$ cat src/rtl/txu_pkg.sv
package txu_pkg;

  typedef enum logic [2:0] {
    ST_IDLE,
    ST_START,
    ST_DATA,
    ST_PARITY,
    ST_STOP
  } txState_t;

  typedef enum logic [1:0] {
    LINE_MARK,
    LINE_SPACE,
    LINE_DATA,
    LINE_PARITY
  } lineSel_t;

  // Strobes from control to datapath
  typedef struct packed {
    logic     load;    // buffer -> shifter transfer
    logic     shift;   // advance to next data bit
    lineSel_t lineSel; // source of the serial line
  } txStrobes_t;

endpackage

$ cat src/rtl/txu_ctrl.sv
module txu_ctrl
  import txu_pkg::*;
#(
  parameter int FACTOR_MID  = 16,
  parameter int FACTOR_HIGH = 64
) (
  input  logic       clk,
  input  logic       rstN,
  input  logic       txTick,
  input  logic [1:0] cfgFactor,
  input  logic [1:0] cfgDataBits,
  input  logic       cfgParityEn,
  input  logic [1:0] cfgStop,
  input  logic       txEnable,
  input  logic       ctsN,
  input  logic       bufFull,
  output txStrobes_t strobes,
  output logic       shifterBusy
);

  localparam int CW = $clog2(2 * FACTOR_HIGH + 1);

  txState_t       state, stateNext;
  logic [CW-1:0]  tickCnt;
  logic [CW-1:0]  bitTicks, stopTicks, limit;
  logic [2:0]     bitIdx, bitIdxNext, dataLast;
  logic           bitDone, startOk;

  always_comb begin
    unique case (cfgFactor)
      2'd0:    bitTicks = CW'(1);
      2'd1:    bitTicks = CW'(FACTOR_MID);
      default: bitTicks = CW'(FACTOR_HIGH);
    endcase
  end

  always_comb begin
    unique case (cfgStop)
      2'd0:    stopTicks = bitTicks;
      2'd1:    stopTicks = (cfgFactor == 2'd0) ? CW'(2) : bitTicks + (bitTicks >> 1);
      default: stopTicks = bitTicks << 1;
    endcase
  end

  assign limit    = (state == ST_STOP) ? stopTicks : bitTicks;
  assign bitDone  = txTick && (tickCnt == limit - CW'(1));
  assign startOk  = bufFull && txEnable && !ctsN;
  assign dataLast = 3'(cfgDataBits) + 3'd4;

  always_comb begin
    stateNext     = state;
    bitIdxNext    = bitIdx;
    strobes.load  = 1'b0;
    strobes.shift = 1'b0;
    unique case (state)
      ST_IDLE: if (startOk) begin
        strobes.load = 1'b1;
        stateNext    = ST_START;
      end
      ST_START: if (bitDone) begin
        stateNext  = ST_DATA;
        bitIdxNext = 3'd0;
      end
      ST_DATA: if (bitDone) begin
        strobes.shift = 1'b1;
        if (bitIdx == dataLast)
          stateNext = cfgParityEn ? ST_PARITY : ST_STOP;
        else
          bitIdxNext = bitIdx + 3'd1;
      end
      ST_PARITY: if (bitDone) stateNext = ST_STOP;
      ST_STOP: if (bitDone) begin
        if (startOk) begin
          strobes.load = 1'b1;
          stateNext    = ST_START;
        end else begin
          stateNext = ST_IDLE;
        end
      end
      default: stateNext = ST_IDLE;
    endcase
  end

  always_comb begin
    unique case (state)
      ST_START:  strobes.lineSel = LINE_SPACE;
      ST_DATA:   strobes.lineSel = LINE_DATA;
      ST_PARITY: strobes.lineSel = LINE_PARITY;
      default:   strobes.lineSel = LINE_MARK;
    endcase
  end

  always_ff @(posedge clk) begin
    if (!rstN) begin
      state   <= ST_IDLE;
      bitIdx  <= '0;
      tickCnt <= '0;
    end else begin
      state  <= stateNext;
      bitIdx <= bitIdxNext;
      if (bitDone || strobes.load || state == ST_IDLE)
        tickCnt <= '0;
      else if (txTick)
        tickCnt <= tickCnt + CW'(1);
    end
  end

  assign shifterBusy = (state != ST_IDLE);

endmodule

$ cat src/rtl/txu_datapath.sv
module txu_datapath
  import txu_pkg::*;
#(
  parameter int DATA_W = 8
) (
  input  logic              clk,
  input  logic              rstN,
  input  logic              wrValid,
  input  logic [DATA_W-1:0] wrData,
  input  logic [1:0]        cfgDataBits,
  input  logic              cfgParityEven,
  input  logic              sendBreak,
  input  txStrobes_t        strobes,
  output logic              bufFull,
  output logic              txd
);

  logic [DATA_W-1:0] bufData, shReg, dataMask, maskedBuf;
  logic              parBit, lineBit;

  for (genvar i = 0; i < DATA_W; i++) begin : g_mask
    assign dataMask[i] = (i < 32'(cfgDataBits) + 5);
  end

  assign maskedBuf = bufData & dataMask;

  always_ff @(posedge clk) begin
    if (!rstN) begin
      bufFull <= 1'b0;
      bufData <= '0;
    end else if (strobes.load) begin
      bufFull <= 1'b0;
    end else if (wrValid && !bufFull) begin
      bufFull <= 1'b1;
      bufData <= wrData;
    end
  end

  always_ff @(posedge clk) begin
    if (!rstN) begin
      shReg  <= '0;
      parBit <= 1'b0;
    end else if (strobes.load) begin
      shReg  <= maskedBuf;
      parBit <= cfgParityEven ? ^maskedBuf : ~^maskedBuf;
    end else if (strobes.shift) begin
      shReg  <= shReg >> 1;
    end
  end

  always_comb begin
    unique case (strobes.lineSel)
      LINE_SPACE:  lineBit = 1'b0;
      LINE_DATA:   lineBit = shReg[0];
      LINE_PARITY: lineBit = parBit;
      default:     lineBit = 1'b1;
    endcase
  end

  assign txd = sendBreak ? 1'b0 : lineBit;

endmodule

$ cat src/rtl/async_tx.sv
module async_tx
  import txu_pkg::*;
#(
  parameter int DATA_W      = 8,
  parameter int FACTOR_MID  = 16,
  parameter int FACTOR_HIGH = 64
) (
  input  logic              clk,
  input  logic              rstN,
  input  logic              txTick,
  input  logic [1:0]        cfgFactor,
  input  logic [1:0]        cfgDataBits,
  input  logic              cfgParityEn,
  input  logic              cfgParityEven,
  input  logic [1:0]        cfgStop,
  input  logic              txEnable,
  input  logic              sendBreak,
  input  logic              ctsN,
  input  logic              wrValid,
  input  logic [DATA_W-1:0] wrData,
  output logic              txd,
  output logic              txReady,
  output logic              txEmpty
);

  txStrobes_t strobes;
  logic       bufFull, shifterBusy;

  txu_ctrl #(.FACTOR_MID(FACTOR_MID), .FACTOR_HIGH(FACTOR_HIGH)) u_ctrl (
    .clk         (clk),
    .rstN        (rstN),
    .txTick      (txTick),
    .cfgFactor   (cfgFactor),
    .cfgDataBits (cfgDataBits),
    .cfgParityEn (cfgParityEn),
    .cfgStop     (cfgStop),
    .txEnable    (txEnable),
    .ctsN        (ctsN),
    .bufFull     (bufFull),
    .strobes     (strobes),
    .shifterBusy (shifterBusy)
  );

  txu_datapath #(.DATA_W(DATA_W)) u_dp (
    .clk           (clk),
    .rstN          (rstN),
    .wrValid       (wrValid),
    .wrData        (wrData),
    .cfgDataBits   (cfgDataBits),
    .cfgParityEven (cfgParityEven),
    .sendBreak     (sendBreak),
    .strobes       (strobes),
    .bufFull       (bufFull),
    .txd           (txd)
  );

  assign txReady = !bufFull;
  assign txEmpty = !shifterBusy;

endmodule

$ cat config.mk
export PLATFORM = sky130hd
export DESIGN_NAME = async_tx
export DESIGN_NICKNAME = d
export VERILOG_FILES = /design/src/rtl/txu_pkg.sv /design/src/rtl/txu_ctrl.sv /design/src/rtl/txu_datapath.sv /design/src/rtl/async_tx.sv
export SDC_FILE = /design/constraint.sdc
export NUM_CORES = 1
export LEC_CHECK = 0
export BUFFER_PORTS_ARGS = -buffer_cell sky130_fd_sc_hd__buf_4
export CAP_MARGIN = 30
export CORE_UTILIZATION = 30
export CTS_BUF_LIST = sky130_fd_sc_hd__clkbuf_4 sky130_fd_sc_hd__clkbuf_8
export DETAILED_ROUTE_END_ITERATION = 8
export GPL_ROUTABILITY_DRIVEN = 0
export PLACE_DENSITY = 0.44
export REMOVE_ABC_BUFFERS = 1
export SETUP_SLACK_MARGIN = 0.2
export SYNTH_ARGS = -nofsm -noshare
export SYNTH_HDL_FRONTEND = slang
export SYNTH_SLANG_ARGS = --single-unit
$ cat constraint.sdc
create_clock -name clk -period 9.65 [get_ports clk]
set_clock_uncertainty 0.05 [all_clocks]
set_input_delay 1.93 -clock clk [delete_from_list [all_inputs] [get_ports clk]]
set_output_delay 1.93 -clock clk [all_outputs]
set_load 0.05 [all_outputs]
After elaboration in Yosys (flattened, before gate mapping)
Cells that the tools add are included.

Bits in registers: 32. Input bits: 23. Output and inout port bits: 3.

Reductions and logical operators: 22. Muxes and demuxes: 28. Magnitude comparators: 8. Add/sub/neg operators: 6. Equality and inequality tests: 18. Bitwise operators: 3.

Operators with widths (number): 3-bit by 32-bit < comparator with 1-bit output, first input constant (4); 2-bit by 32-bit < comparator with 1-bit output, first input constant (2); 1-bit by 32-bit < comparator with 1-bit output, first input constant (1); 8-bit two-way mux (4); 3-bit two-way mux (10); 8-bit case mux with 2 select lines (1); 3-bit case mux with 5 select lines (1); 7-bit case mux with 2 select lines (1); 2-bit by 1-bit inequality test with 1-bit output, second input constant (6); 7-bit by 6-bit adder with 8-bit output (1); 8-bit by 1-bit adder with 8-bit output, second input constant (1); 8-bit AND (1); 8-bit equality test (1); 8-bit XNOR reduction (1); 8-bit parity (1); 8-bit by 1-bit subtractor with 8-bit output, second input constant (1); 1-bit two-way mux (7); 2-bit by 1-bit equality test with 1-bit output, second input constant (3); 3-bit by 2-bit equality test with 1-bit output, second input constant (2); 2-bit case mux with 3 select lines (1); 3-bit case mux with 2 select lines (1); 6-bit AND reduction (1); 2-bit by 3-bit adder with 4-bit output, second input constant (1); 2-bit equality test, second input constant (2); 20 further kinds (30).

Logic depth before layout (Yosys ltp)
Depth in word-level cells: 14. Depth in mapped cells: 11.

Cells and area by module
Synthesis repeated with hierarchy kept, for this count alone.

Cells, all modules: 214. Area, all modules: 1886.8 um^2.

Modules (own cells, without submodules): txu_ctrl (cells each 120, seq. area each 280.3 um^2, instances 1, area an instance 1021.0 um^2); txu_datapath (cells each 92, seq. area each 360.3 um^2, instances 1, area an instance 858.3 um^2); async_tx (cells each 2, seq. area each 0.0 um^2, instances 1, area an instance 7.5 um^2).

Worst setup path after synthesis
No wires, ideal clock.

Kind: input port to flip-flop. From: input cfgFactor[1]. To: register u_ctrl.state[1]. Cell stages on the path: 10. Buffers on the path: 1. Slack: 4846 ps. Library setup time: 70 ps. Data arrival time: 4683 ps. Data required time: 9530 ps. Path through: nand2b_1 -> or4b_2 -> ha_1 -> xor2_1 -> o2111ai_1 -> or3b_1 -> buf_2 -> a2111o_1 -> a2111oi_0 -> o21bai_1.

Word-level cells in the longest chain between the ends: 11.

Ends and longest elaborated chain: from (decl) (RTL line async_tx.sv:11) `input logic [1:0] cfgFactor,`; 2-bit by 1-bit equality test with 1-bit output or 2-bit logical NOT (tied branches) (RTL line txu_ctrl.sv:30, txu_ctrl.sv:40); 7-bit case mux with 2 select lines (RTL line txu_ctrl.sv:30) `unique case (cfgFactor)`; 7-bit by 6-bit adder with 8-bit output (RTL line txu_ctrl.sv:40) `2'd1: stopTicks = (cfgFactor == 2'd0) ? CW'(2) : bitTicks + (bitTicks >> 1);`; 8-bit two-way mux (RTL line txu_ctrl.sv:40); 8-bit case mux with 2 select lines (RTL line txu_ctrl.sv:38) `unique case (cfgStop)`; 8-bit two-way mux * (RTL line txu_ctrl.sv:45) `assign limit = (state == ST_STOP) ? stopTicks : bitTicks;`; 8-bit by 1-bit subtractor with 8-bit output * (RTL line txu_ctrl.sv:46) `assign bitDone = txTick && (tickCnt == limit - CW'(1));`; 8-bit equality test * (RTL line txu_ctrl.sv:46); 1-bit logical AND * (RTL line txu_ctrl.sv:46); 2-bit by 1-bit inequality test with 1-bit output (no source line); 6-bit AND reduction (no source line) *; to (signal assigned) (RTL line txu_ctrl.sv:99) `state <= stateNext;`; to (decl) (RTL line txu_ctrl.sv:23) `txState_t state, stateNext;`.

Every way passes the cells marked *; elsewhere a longest branch is shown, timed or not. A chain may end at the register's enable or synchronous reset.

Worst setup path in the final report
From: input cfgFactor[1]. To: register u_dp.shReg[5].

Word-level cells in the longest chain between the ends: 12.

Ends and longest elaborated chain: 2-bit by 1-bit equality test with 1-bit output or 2-bit logical NOT (tied branches) (RTL line txu_ctrl.sv:30, txu_ctrl.sv:40); 7-bit case mux with 2 select lines (RTL line txu_ctrl.sv:30); 7-bit by 6-bit adder with 8-bit output (RTL line txu_ctrl.sv:40); 8-bit two-way mux (RTL line txu_ctrl.sv:40); 8-bit case mux with 2 select lines (RTL line txu_ctrl.sv:38); 8-bit two-way mux * (RTL line txu_ctrl.sv:45); 8-bit by 1-bit subtractor with 8-bit output * (RTL line txu_ctrl.sv:46); 8-bit equality test * (RTL line txu_ctrl.sv:46); 1-bit logical AND * (RTL line txu_ctrl.sv:46); 1-bit two-way mux (on tied branches) (RTL line txu_ctrl.sv:72, txu_ctrl.sv:64); 1-bit case mux with 2 select lines or 1-bit two-way mux (tied branches) (RTL line txu_ctrl.sv:55) `unique case (state)`; 8-bit two-way mux or 2-bit nonzero test (tied branches); to (signal assigned) (RTL line txu_datapath.sv:44) `shReg <= maskedBuf;`; to (signal assigned) (RTL line txu_datapath.sv:47) `shReg <= shReg >> 1;`; to (decl) (RTL line txu_datapath.sv:18) `logic [DATA_W-1:0] bufData, shReg, dataMask, maskedBuf;`.

Marked as above.

==> metrics.md <==
| Metric | Value |
|---|---|
| Status | `finished clean` |
| Post-Synth Adder-Cell Area | `under 10%` |
| Sequential-to-total area share from yosys stat | `35.5%` |
| WS Path Type | `input pin to register` |
| FMAX | `207 MHz` |
| Largest family of logic cells by synthesized area | `simple AND/OR/NAND/NOR gates` |
| CP Launch Type | `input pin` |
| Total grt overflow | `0` |
| CTS Root Buffer Type | `clkbuf_8` |
| Synthesis Warnings | `0` |
| Global Route Usage Sum | `15.2%` |
| Placeable Area | `0.00564 mm2` |
| Commonest non-fill, non-tap cells in the layout | `dfxtp_1 (32), buf_4 (25), nor2_1 (22)` |
| H-tree depth | `2` |
| Global-route wire length before repair | `7.40 mm` |
| Hold Vio Cnt, Final | `0` |
| Die X-Extent | `79.6 um` |
| Post-CTS sizing | `0` |
| Placed insts | `296` |
| Vias in the first global route | `1494` |
| DRT iter0 DRCs | `52` |
| Final TNS setup | `0 ns` |
| Initial Util | `32.0%` |
| Cells after synthesis | `between 200 and 250` |
| Synth Area in XOR/XNOR | `9.70%` |
| Max Root-Sink Buffers | `2` |
| Post-CTS Setup Inserts | `0` |
| Worst skew pair latency | `0.28 ns` |
| Post-route ant nets | `0` |
| Non-Filler Instances | `304` |
| Number of I/O port buffers | `25` |
| Multi-input logic area | `0.00110 mm2` |
| DP Area | `0.00205 mm2` |
| Hold Path Class | `register to register` |
| Antenna diodes | `0` |
| Syn avg cell area | `8.69 um2` |
| Total Power | `0.310 mW` |
| Worst setup EP type | `register` |
| Period utilization | `about half` |
| Standard-cell row count | `27` |
| First-pass DRT Iterations | `4` |
| CTS tree | `built` |
| Die Y | `79.6 um` |
| Share of flip-flops with an asynchronous set or reset | `0%` |
| Synthesis-to-finish area growth | `19.5%` |
| Most common flop cell mapped by yosys | `dfxtp_1` |
| Top cell type's share of synthesized area | `35.5%` |
| # DRC | `0` |
| Max-slew headroom | `41.9%` |
| Pin count of the biggest net entering global routing | `17` |
| Slew @ Worst Pin | `between 0.8 and 0.9 ns` |
| Vias | `about 1.5k` |
| Max_cap viols | `0` |
| Commonest non-fill, non-tap cell in the layout | `dfxtp_1` |
| Fillers | `576` |
| Pleak | `~0.77 nW` |
| DP Wirelength | `3.11 mm` |
| Final nets | `257` |
| Fin crit period | `around 4.8 ns` |
| Final instance area | `between 0.002 and 0.0025 mm2` |
| Initial antenna violation count | `0` |
| Post-synth cell types | `46` |
| Post-synthesis mux area share | `8.86%` |
| RSZ-0062 raised after global routing | `false` |
| Synth area leaders | `dfxtp_1 (35%), mux2i_1 (8.9%), xnor2_1 (5.8%)` |
| Slew Viols, Final | `0` |
| Register area | `641 um2` |
| Cts-stage hold buffer count | `0` |
| Synth area leader | `dfxtp_1` |
| Synth Cell Area | `0.00181 mm2` |
| Synth Area in Compound Gates | `19.0%` |
| Final setup viols | `0` |
| DR vias/cell | `slightly below 5` |
| Simple-gate area share of the yosys netlist | `21.2%` |
| #FFs+latches synth | `32` |
| CTS sink cnt | `32` |
| Number of synthesized flops with an enable pin | `0` |
| Wirelength per Cell | `13.8 um` |
| PwrDens | `143 mW/mm2` |
| IO Count | `26` |
| Crit path required time | `9.81 ns` |
| Layout cells sized above 1 | `approximately 16%` |
| Worst-path clk slew | `~0.07 ns` |
| CTS Buf Count | `5` |
| Wirelength, routed | `4.21 mm` |
| Peak supply drop | `0.0652 mV` |
| Crit Path Max Fanout | `10` |
| Arrival @ worst endpoint | `4.98 ns` |
| Die Area | `0.00634 mm2` |
## worst max-delay path: stages
cell,delay (ns)
buf_4,0.13
nand2b_1,0.16
or4b_2,0.65
ha_1,0.31
xor2_1,0.14
o2111ai_1,0.11
or3b_1,0.52
o31a_1,0.48
or3_1,0.39
a31oi_1,0.17
## state kept, by name, summed over array words and instances (netlist names)
signal	cells
u_ctrl.bitIdx	3
u_dp.shReg	8
u_ctrl.tickCnt	8
u_dp.bufFull	1
u_dp.parBit	1
u_ctrl.state	3
u_dp.bufData	8
## final timing paths
path | start | endpoint | slack (ns) | cells past startpoint
worst min-delay path | u_dp.shReg[7] | u_dp.shReg[6] | 0.43 | 2
worst max-delay path | cfgFactor[1] | u_dp.shReg[5] | 4.82 | 10
worst max register to register | u_ctrl.state[2] | u_dp.shReg[5] | 5.71 | 9
worst min register to register | u_dp.shReg[7] | u_dp.shReg[6] | 0.43 | 2
## report_power, final
group	leakage, nW	switching [mW]	internal (mW)
Sequential	0.260	0.00383	0.136
Clock	0.0541	0.0541	0.0764
Combinational	0.453	0.0204	0.0191
Total	0.767	0.0784	0.231
## cells in the mapped netlist, drive strengths merged, types with 3 or more instances
library cell and n:
nor3 4, nor2 22, nand3 6, o31ai 6, xor2 8, o21a 4, mux2i 16, nand2 14
dfxtp 32, o21bai 3, o21ai 7, nand3b 3, or3 3, ha 3, xnor2 12, nand4 4
clkbuf 7, a21oi 12, inv 8
## routing by layer
layer | part of all wire, % | track usage (%)
met3 | 4.5 | 3.66
met5 | 0 | 0
met2 | 45 | 23.8
met4 | 1.0 | 4.91
met1 | 49 | 20.2
## per-stage QoR
step	hold slack [ns]	utilization [%]	setup WS (ns)
CTS	0.428	38.3	4.83
finish	0.429	38.3	4.82
floorplan	0.396	-	4.85
detailed placement	0.417	36.3	4.53
global placement	0.414	36.3	4.53
global route	0.447	38.3	4.60
## cell families (layout without fill, tap and decap cells)
group,Yosys count,in the layout
adder cells (fa/ha/maj),3,3
XOR/XNOR,20,20
buffers and inverters,17,41
multiplexers,16,16
flip-flops,32,32
AO/OA/AOI/OAI,50,50
AND/OR/NAND/NOR,70,70
## cell type report
| type | instances | share of cell area (%) |
|---|---|---|
| repair buffers | 25 | 8.69 |
| clock inverters | 3 | 1.97 |
| inverters | 8 | 1.39 |
| clock buffers | 5 | 3.19 |
| well taps | 72 | 4.17 |
| multi-input cells | 159 | 50.9 |
| flip-flops and latches | 32 | 29.7 |
(Power assumes the default switching activity.)
